`config.mk`:
```
export PLATFORM = sky130hd
export DESIGN_NAME = tdm_mstream_tx
export DESIGN_NICKNAME = d
export VERILOG_FILES = /design/src/rtl/tdm_mstx_pkg.sv /design/src/rtl/tdm_mstx_frame.sv /design/src/rtl/tdm_mstx_slotmap.sv /design/src/rtl/tdm_mstream_tx.sv
export SDC_FILE = /design/constraint.sdc
export NUM_CORES = 1
export LEC_CHECK = 0
export BUFFER_PORTS_ARGS = -buffer_cell sky130_fd_sc_hd__buf_2
export CELL_PAD_IN_SITES_DETAIL_PLACEMENT = 0
export CELL_PAD_IN_SITES_GLOBAL_PLACEMENT = 1
export CORE_UTILIZATION = 46
export DETAILED_ROUTE_END_ITERATION = 16
export GPL_ROUTABILITY_DRIVEN = 1
export HOLD_SLACK_MARGIN = 0.12
export PLACE_DENSITY = 0.95
export SETUP_SLACK_MARGIN = 0.2
export SKIP_CTS_REPAIR_TIMING = 1
export SLEW_MARGIN = 10
export SYNTH_ARGS = -nofsm -noshare
export SYNTH_HDL_FRONTEND = slang
export SYNTH_SLANG_ARGS = --single-unit
```
`constraint.sdc`:
```
create_clock -name clk -period 12.35 [get_ports clk]
set_clock_uncertainty 0.1 [all_clocks]
set_input_delay 2.47 -clock clk [delete_from_list [all_inputs] [get_ports clk]]
set_output_delay 2.47 -clock clk [all_outputs]
set_load 0.01 [all_outputs]
```
`src/rtl/tdm_mstx_pkg.sv`:
```
package tdm_mstx_pkg;
  localparam int NSTR   = 6;   // number of sample streams
  localparam int IDX_W  = 6;   // start-slot index width
  localparam int OFF_W  = 3;   // slot-0 offset width
  localparam int WORD_W = 16;  // widest stream word
  localparam int SLOT_B = 8;   // bits per transmit slot

  typedef enum logic [2:0] {
    STR_VSNS = 3'd0,
    STR_ISNS = 3'd1,
    STR_PDM  = 3'd2,
    STR_VBAT = 3'd3,
    STR_TEMP = 3'd4,
    STR_GAIN = 3'd5
  } stream_e;

  // Does a stream that starts at slot 'first' cover slot 'slot'?
  function automatic logic owns_slot(int first, logic two, int slot);
    return (slot == first) || (two && (slot == first + 1));
  endfunction

  // Bit b (0 = MSB) of the upper (second=0) or lower (second=1) byte.
  function automatic logic word_bit(logic [WORD_W-1:0] w, logic second, logic [2:0] b);
    return w[{~second, ~b}];
  endfunction
endpackage

```
`src/rtl/tdm_mstx_frame.sv`:
```
module tdm_mstx_frame #(
  parameter int POS_W = 10
) (
  input  logic             clk,
  input  logic             rst_n,
  input  logic             bclk,
  input  logic             fsync,
  input  logic             frame_pol,
  output logic             rise_evt,
  output logic             fall_evt,
  output logic             start_evt,
  output logic [POS_W-1:0] pos_q,
  output logic [POS_W-1:0] pos_d,
  output logic [POS_W:0]   len_q,
  output logic [POS_W:0]   len_d
);
  localparam logic [POS_W-1:0] POS_MAX = '1;

  logic bclk_q, fs_q, seen_q;

  always_comb begin
    rise_evt  = bclk & ~bclk_q;
    fall_evt  = ~bclk & bclk_q;
    start_evt = rise_evt & (frame_pol ? (fs_q & ~fsync) : (~fs_q & fsync));
    pos_d = pos_q;
    if (start_evt)                         pos_d = '0;
    else if (rise_evt && pos_q != POS_MAX) pos_d = pos_q + 1'b1;
    len_d = len_q;
    if (start_evt && seen_q) len_d = {1'b0, pos_q} + (POS_W+1)'(1);
  end

  always_ff @(posedge clk or negedge rst_n) begin
    if (!rst_n) begin
      bclk_q <= 1'b0;
      fs_q   <= 1'b0;
      seen_q <= 1'b0;
      pos_q  <= '0;
      len_q  <= '0;
    end else begin
      bclk_q <= bclk;
      if (rise_evt)  fs_q   <= fsync;
      if (start_evt) seen_q <= 1'b1;
      pos_q <= pos_d;
      len_q <= len_d;
    end
  end

  // a detected frame start always restarts the bit position
  assert_frame_restart_R12: assert property (@(posedge clk) disable iff (!rst_n)
    start_evt |=> (pos_q == '0));

  // the boundary only changes at a frame start
  assert_len_stable_R9: assert property (@(posedge clk) disable iff (!rst_n)
    !start_evt |=> $stable(len_q));
endmodule

```
`src/rtl/tdm_mstx_slotmap.sv`:
```
module tdm_mstx_slotmap
  import tdm_mstx_pkg::*;
#(
  parameter int POS_W = 10
) (
  input  logic [POS_W-1:0]             bit_pos,
  input  logic [OFF_W-1:0]             offset,
  input  logic [NSTR-1:0]              en,
  input  logic [NSTR*IDX_W-1:0]        slot_idx,
  input  logic [NSTR-1:0][WORD_W-1:0]  words,
  input  logic [NSTR-1:0]              two_slot,
  input  logic [POS_W:0]               frame_len,
  output logic                         owned,
  output logic                         bit_val,
  output logic                         past_end
);
  localparam int SLOT_NUM_W = POS_W - 3;

  logic                  lead_in;
  logic [POS_W-1:0]      rel;
  logic [SLOT_NUM_W-1:0] slot_num;
  logic [2:0]            bsel;
  logic [NSTR-1:0]       hit, hit_bit;
  logic                  any_hit, win_bit;

  assign lead_in  = bit_pos < POS_W'(offset);
  assign rel      = bit_pos - POS_W'(offset);
  assign slot_num = rel[POS_W-1:3];
  assign bsel     = rel[2:0];

  for (genvar i = 0; i < NSTR; i++) begin : g_str
    logic [IDX_W-1:0] first;
    logic             second;
    assign first      = slot_idx[i*IDX_W +: IDX_W];
    assign second     = int'(slot_num) != int'(first);
    assign hit[i]     = en[i] & ~lead_in & owns_slot(int'(first), two_slot[i], int'(slot_num));
    assign hit_bit[i] = word_bit(words[i], second, bsel);
  end

  // lowest stream number wins
  always_comb begin
    any_hit = 1'b0;
    win_bit = 1'b0;
    for (int i = NSTR-1; i >= 0; i--) begin
      if (hit[i]) begin
        any_hit = 1'b1;
        win_bit = hit_bit[i];
      end
    end
  end

  assign past_end = {1'b0, bit_pos} >= frame_len;
  assign owned    = any_hit & ~past_end;
  assign bit_val  = win_bit;
endmodule

```
`src/rtl/tdm_mstream_tx.sv`:
```
module tdm_mstream_tx
  import tdm_mstx_pkg::*;
#(
  parameter int POS_W = 10
) (
  input  logic        clk,
  input  logic        rst_n,
  input  logic        bclk,
  input  logic        fsync,
  input  logic        frame_pol,
  input  logic        tx_on_fall,
  input  logic [2:0]  tx_offset,
  input  logic        fill_hiz,
  input  logic [5:0]  stream_en,
  input  logic [35:0] slot_idx,
  input  logic        vbat_wide,
  input  logic [15:0] vsns_in,
  input  logic [15:0] isns_in,
  input  logic [15:0] pdm_in,
  input  logic [11:0] vbat_in,
  input  logic [7:0]  temp_in,
  input  logic [7:0]  gain_in,
  output logic        sd_out,
  output logic        sd_oe
);
  logic             rise_evt, fall_evt, start_evt, tx_evt;
  logic [POS_W-1:0] pos_q, pos_d, tx_pos;
  logic [POS_W:0]   len_q, len_d, tx_len;
  logic             map_owned, map_bit, map_past_end;

  logic [15:0] lat_vsns, lat_isns, lat_pdm, cur_vsns, cur_isns, cur_pdm;
  logic [11:0] lat_vbat, cur_vbat;
  logic [7:0]  lat_temp, lat_gain, cur_temp, cur_gain;
  logic [NSTR-1:0][WORD_W-1:0] words;
  logic [NSTR-1:0]             two_slot;

  tdm_mstx_frame #(.POS_W(POS_W)) u_frame (
    .clk(clk), .rst_n(rst_n), .bclk(bclk), .fsync(fsync), .frame_pol(frame_pol),
    .rise_evt(rise_evt), .fall_evt(fall_evt), .start_evt(start_evt),
    .pos_q(pos_q), .pos_d(pos_d), .len_q(len_q), .len_d(len_d)
  );

  // sample capture at frame start
  always_ff @(posedge clk or negedge rst_n) begin
    if (!rst_n) begin
      lat_vsns <= '0; lat_isns <= '0; lat_pdm  <= '0;
      lat_vbat <= '0; lat_temp <= '0; lat_gain <= '0;
    end else if (start_evt) begin
      lat_vsns <= vsns_in; lat_isns <= isns_in; lat_pdm  <= pdm_in;
      lat_vbat <= vbat_in; lat_temp <= temp_in; lat_gain <= gain_in;
    end
  end

  always_comb begin
    cur_vsns = start_evt ? vsns_in : lat_vsns;
    cur_isns = start_evt ? isns_in : lat_isns;
    cur_pdm  = start_evt ? pdm_in  : lat_pdm;
    cur_vbat = start_evt ? vbat_in : lat_vbat;
    cur_temp = start_evt ? temp_in : lat_temp;
    cur_gain = start_evt ? gain_in : lat_gain;
    words[STR_VSNS] = cur_vsns;
    words[STR_ISNS] = cur_isns;
    words[STR_PDM]  = cur_pdm;
    words[STR_VBAT] = {cur_vbat, 4'b0000};
    words[STR_TEMP] = {cur_temp, 8'h00};
    words[STR_GAIN] = {cur_gain, 8'h00};
    two_slot = {1'b0, 1'b0, vbat_wide, 1'b1, 1'b1, 1'b1};
  end

  // transmit edge selects which view of the position is current
  assign tx_evt = tx_on_fall ? fall_evt : rise_evt;
  assign tx_pos = tx_on_fall ? pos_q : pos_d;
  assign tx_len = tx_on_fall ? len_q : len_d;

  tdm_mstx_slotmap #(.POS_W(POS_W)) u_map (
    .bit_pos(tx_pos), .offset(tx_offset), .en(stream_en), .slot_idx(slot_idx),
    .words(words), .two_slot(two_slot), .frame_len(tx_len),
    .owned(map_owned), .bit_val(map_bit), .past_end(map_past_end)
  );

  always_ff @(posedge clk or negedge rst_n) begin
    if (!rst_n) begin
      sd_out <= 1'b0;
      sd_oe  <= 1'b0;
    end else if (tx_evt) begin
      sd_out <= map_owned & map_bit;
      sd_oe  <= map_owned | ~fill_hiz;
    end
  end

  assert_released_low_R8: assert property (@(posedge clk) disable iff (!rst_n)
    !sd_oe |-> !sd_out);

  assert_hold_between_edges_R7: assert property (@(posedge clk) disable iff (!rst_n)
    !tx_evt |=> $stable({sd_out, sd_oe}));

  assert_zero_fill_drives_R8: assert property (@(posedge clk) disable iff (!rst_n)
    (tx_evt && !fill_hiz) |=> sd_oe);

  assert_no_tx_past_end_R9: assert property (@(posedge clk) disable iff (!rst_n)
    (tx_evt && map_past_end && fill_hiz) |=> !sd_oe);
endmodule

```
==> results.md <==
* Hold Path Class: register to register
* Synth-to-layout area growth at 15.0%
* Met2 WL at 9.36 mm
* Fin. max-slew vios at 0
* Initial core utilization at 0.472
* Status: finished, final reports clean
* Slew @ Worst Pin at between 0.9 and 1 ns
* Drt via density at 5.54
* Crit path to: sd_out
* Net switching fraction of the power at 0.378
* Worst setup startpoint: tx_on_fall
* Layout Nets at 1109
* Synth Warn # at 0
* PwrDens at 187 mW/mm2
* Distinct cells, synth at 83
* HP Start: lat_vbat[10]
* Synth top area share at 0.339
* CP endpoint kind: register
* Final hold slack at 0.368 ns
* Met1 wire length at 9.40 mm
* Commonest non-fill, non-tap cell in the layout: nand2_1
* H-tree Lvls at 3
* GRT overflow at 0
* IO Pins at 131
* DIE HEIGHT at 130 um
* CTS Sinks at about 100
* Ant diodes at 0
* TritonCTS buffer count at 9
* Clock transition at path regs at 0.07 ns
* #FFs+latches synth at 102
* Main synth FF type: dfrtp_1
* Asr flop ratio synth at 1.00
* Largest cells by area after synthesis: dfrtp_1 34%, nand2_1 13%, mux2_2 6.6%
* Pleak at 0.00414 uW
* Via count at 6549
* Period utilization at 0.589
* Flop pwr share at 0.286
* CP Launch Type: input pin
* FP Rows at 46
* GPL Wtd Cong at 0.972
* Setup WS post-layout at 5.08 ns
* Setup TNS at 0 ns
* Final setup vio count at 0
* Relative slew slack at 0.353
* Core area at around 0.016 mm2
* Antenna viol nets, final at 0
* Gate power share at 0.510
* CTS tree: done
* Worst reg2reg setup slack at 6.46 ns
* IO Port Bufs at 130
* Routed length per placed instance at 17.2 um
* Commonest non-fill, non-tap cells in the layout: 264 x nand2_1, 129 x buf_2, 102 x dfrtp_1
* GR Util All Layers at 0.250
* Max-cap violations at 0
* Vias in the first global route at 6424
* Avg Inst Size Synth at 8.77 um2
* Final hold vios at 0
* First-pass GRT wire length at roughly 33 mm
* Maximum fanout along the worst path at 18
* HPWL Detailed at ~15 mm
* Total Wirelength at 20.3 mm
* Iteration-0 DRC Markers at 557
* Initial antenna violation count at 0
* Worst-skew pair later-pin latency at 0.35 ns
* Clock power frac at 0.204
* WP data required at ~12 ns
* Dpl ws at 4.83 ns
* Net Sw Power at 612 uW
* Max rail drop VDD at 0.0884 mV
* Int Pwr at 1010 uW
* Synth Cell Area at approximately 0.0075 mm2
* Number of synthesized flops with an enable pin at 0
* Die footprint at 0.0169 mm2
* FF-to-FF Start: u_frame.pos_q[0]
* Max Root-Sink Buffers at 2
* Yosys top cell by area: dfrtp_1
* Kind of critical path: input pin to register
* Fraction of layout instances using a drive strength above 1 at 0.249
* Highest clock rate at 138 MHz
* CTS Root Cell: clkbuf_16
* Post-Syn Instances at 857
* Sequential share of the synthesized area at 0.339
* Syn nets at ~1000
* Worst reg2reg path depth at 19
* DR WL met3 at 1.16 mm
* Pin count of the biggest net entering global routing at 79
* Chip width at 130 um
* Arrival time at the worst endpoint at 7.39 ns
* Final Critical Period at 7.27 ns
* Max layer used: met4
* DRC at 0
* RSZ-0062 raised after global routing: no
* TritonRoute pass-1 iters at 5
* Reg2reg end: sd_out
* Final core utilization at 0.542
[per-layer routing]
metal / up-vias / global-route usage
li1: 3187 / -
met5: - / 0
met4: 0 / 0.0636
met3: 30 / 0.0394
met2: 238 / 0.409
met1: 3094 / 0.348
[power groups by stage]
stage / registers, uW / logic (uW) / clock network, uW
after global placement: 465 / 805 / 0
after detailed placement: 468 / 822 / 0
after floorplan: 446 / 639 / 0
after CTS: 463 / 828 / 335
final: 464 / 826 / 330
after global routing: 471 / 904 / 345
[state kept, by name, indices dropped and copies added, names as in the netlist]
register,count
lat_isns,16
lat_pdm,16
lat_vsns,16
lat_vbat,12
u_frame.len_q,11
u_frame.pos_q,10
lat_gain,8
lat_temp,8
sd_oe,1
sd_out,1
u_frame.bclk_q,1
u_frame.fs_q,1
u_frame.seen_q,1
[cells in the mapped netlist (all sizes together), types with 15 or more instances]
| cell | n |
|---|---|
| nand2 | 264 |
| nor2 | 27 |
| inv | 20 |
| xor2 | 22 |
| o21ai | 25 |
| clkbuf | 23 |
| nand3 | 17 |
| dfrtp | 102 |
| nor3 | 17 |
| ha | 18 |
| a21oi | 23 |
| xnor2 | 43 |
| mux2 | 44 |
| buf | 22 |
| mux2i | 15 |
[per-stage QoR]
step / instances / cell area (um2) / power [uW]
finish: 1182 / 8650 / 1620
global route: 1182 / 8650 / 1720
CTS: 1182 / 8650 / 1630
detailed placement: 1166 / 8300 / 1290
global placement: 1166 / 8300 / 1270
floorplan: 857 / 7520 / 1080
[worst max-delay path: stages]
cell and delay, ns:
buf_2 0.32, clkinv_1 0.61, mux2i_1 0.40, ha_1 0.22, inv_1 0.06, fa_2 0.36, a21o_1 0.20, a21oi_1 0.14
o31a_1 0.29, nand4_1 0.23, o21a_1 0.32, nor2_1 0.37, xor2_1 0.17, nor4_4 0.31, a32oi_1 0.21, a2111o_1 0.43
a32oi_1 0.18, a21oi_1 0.06
[worst min-delay path by stage]
stage	to	slack [ns]	depth (start not counted)
floorplan	u_frame.seen_q	0.33	1
global placement	lat_isns[0]	0.35	2
detailed placement	lat_vsns[9]	0.35	2
CTS	lat_vbat[11]	0.37	2
global route	lat_vsns[15]	0.39	2
finish	lat_vbat[10]	0.37	2
[cells by family after synthesis]
group / Yosys count / synth area share
xor gates and xnor gates: 74 / 0.105
and+or+nand+nor: 402 / 0.247
adders and majority gates: 19 / 0.0326
muxes: 68 / 0.113
buffers and inverters: 66 / 0.0396
AOI/OAI and AO/OA: 126 / 0.123
DFF: 102 / 0.339
[layout make-up]
type	count	area [um2]
tap	216	270
clock buffer	11	243
clock inverter	5	106
timing repair buffer	138	713
sequential	102	2550
fill	1501	7300
multi-input combinational	689	4680
inverter	21	78.8
Note: power is estimated with default switching activity, not from simulation.
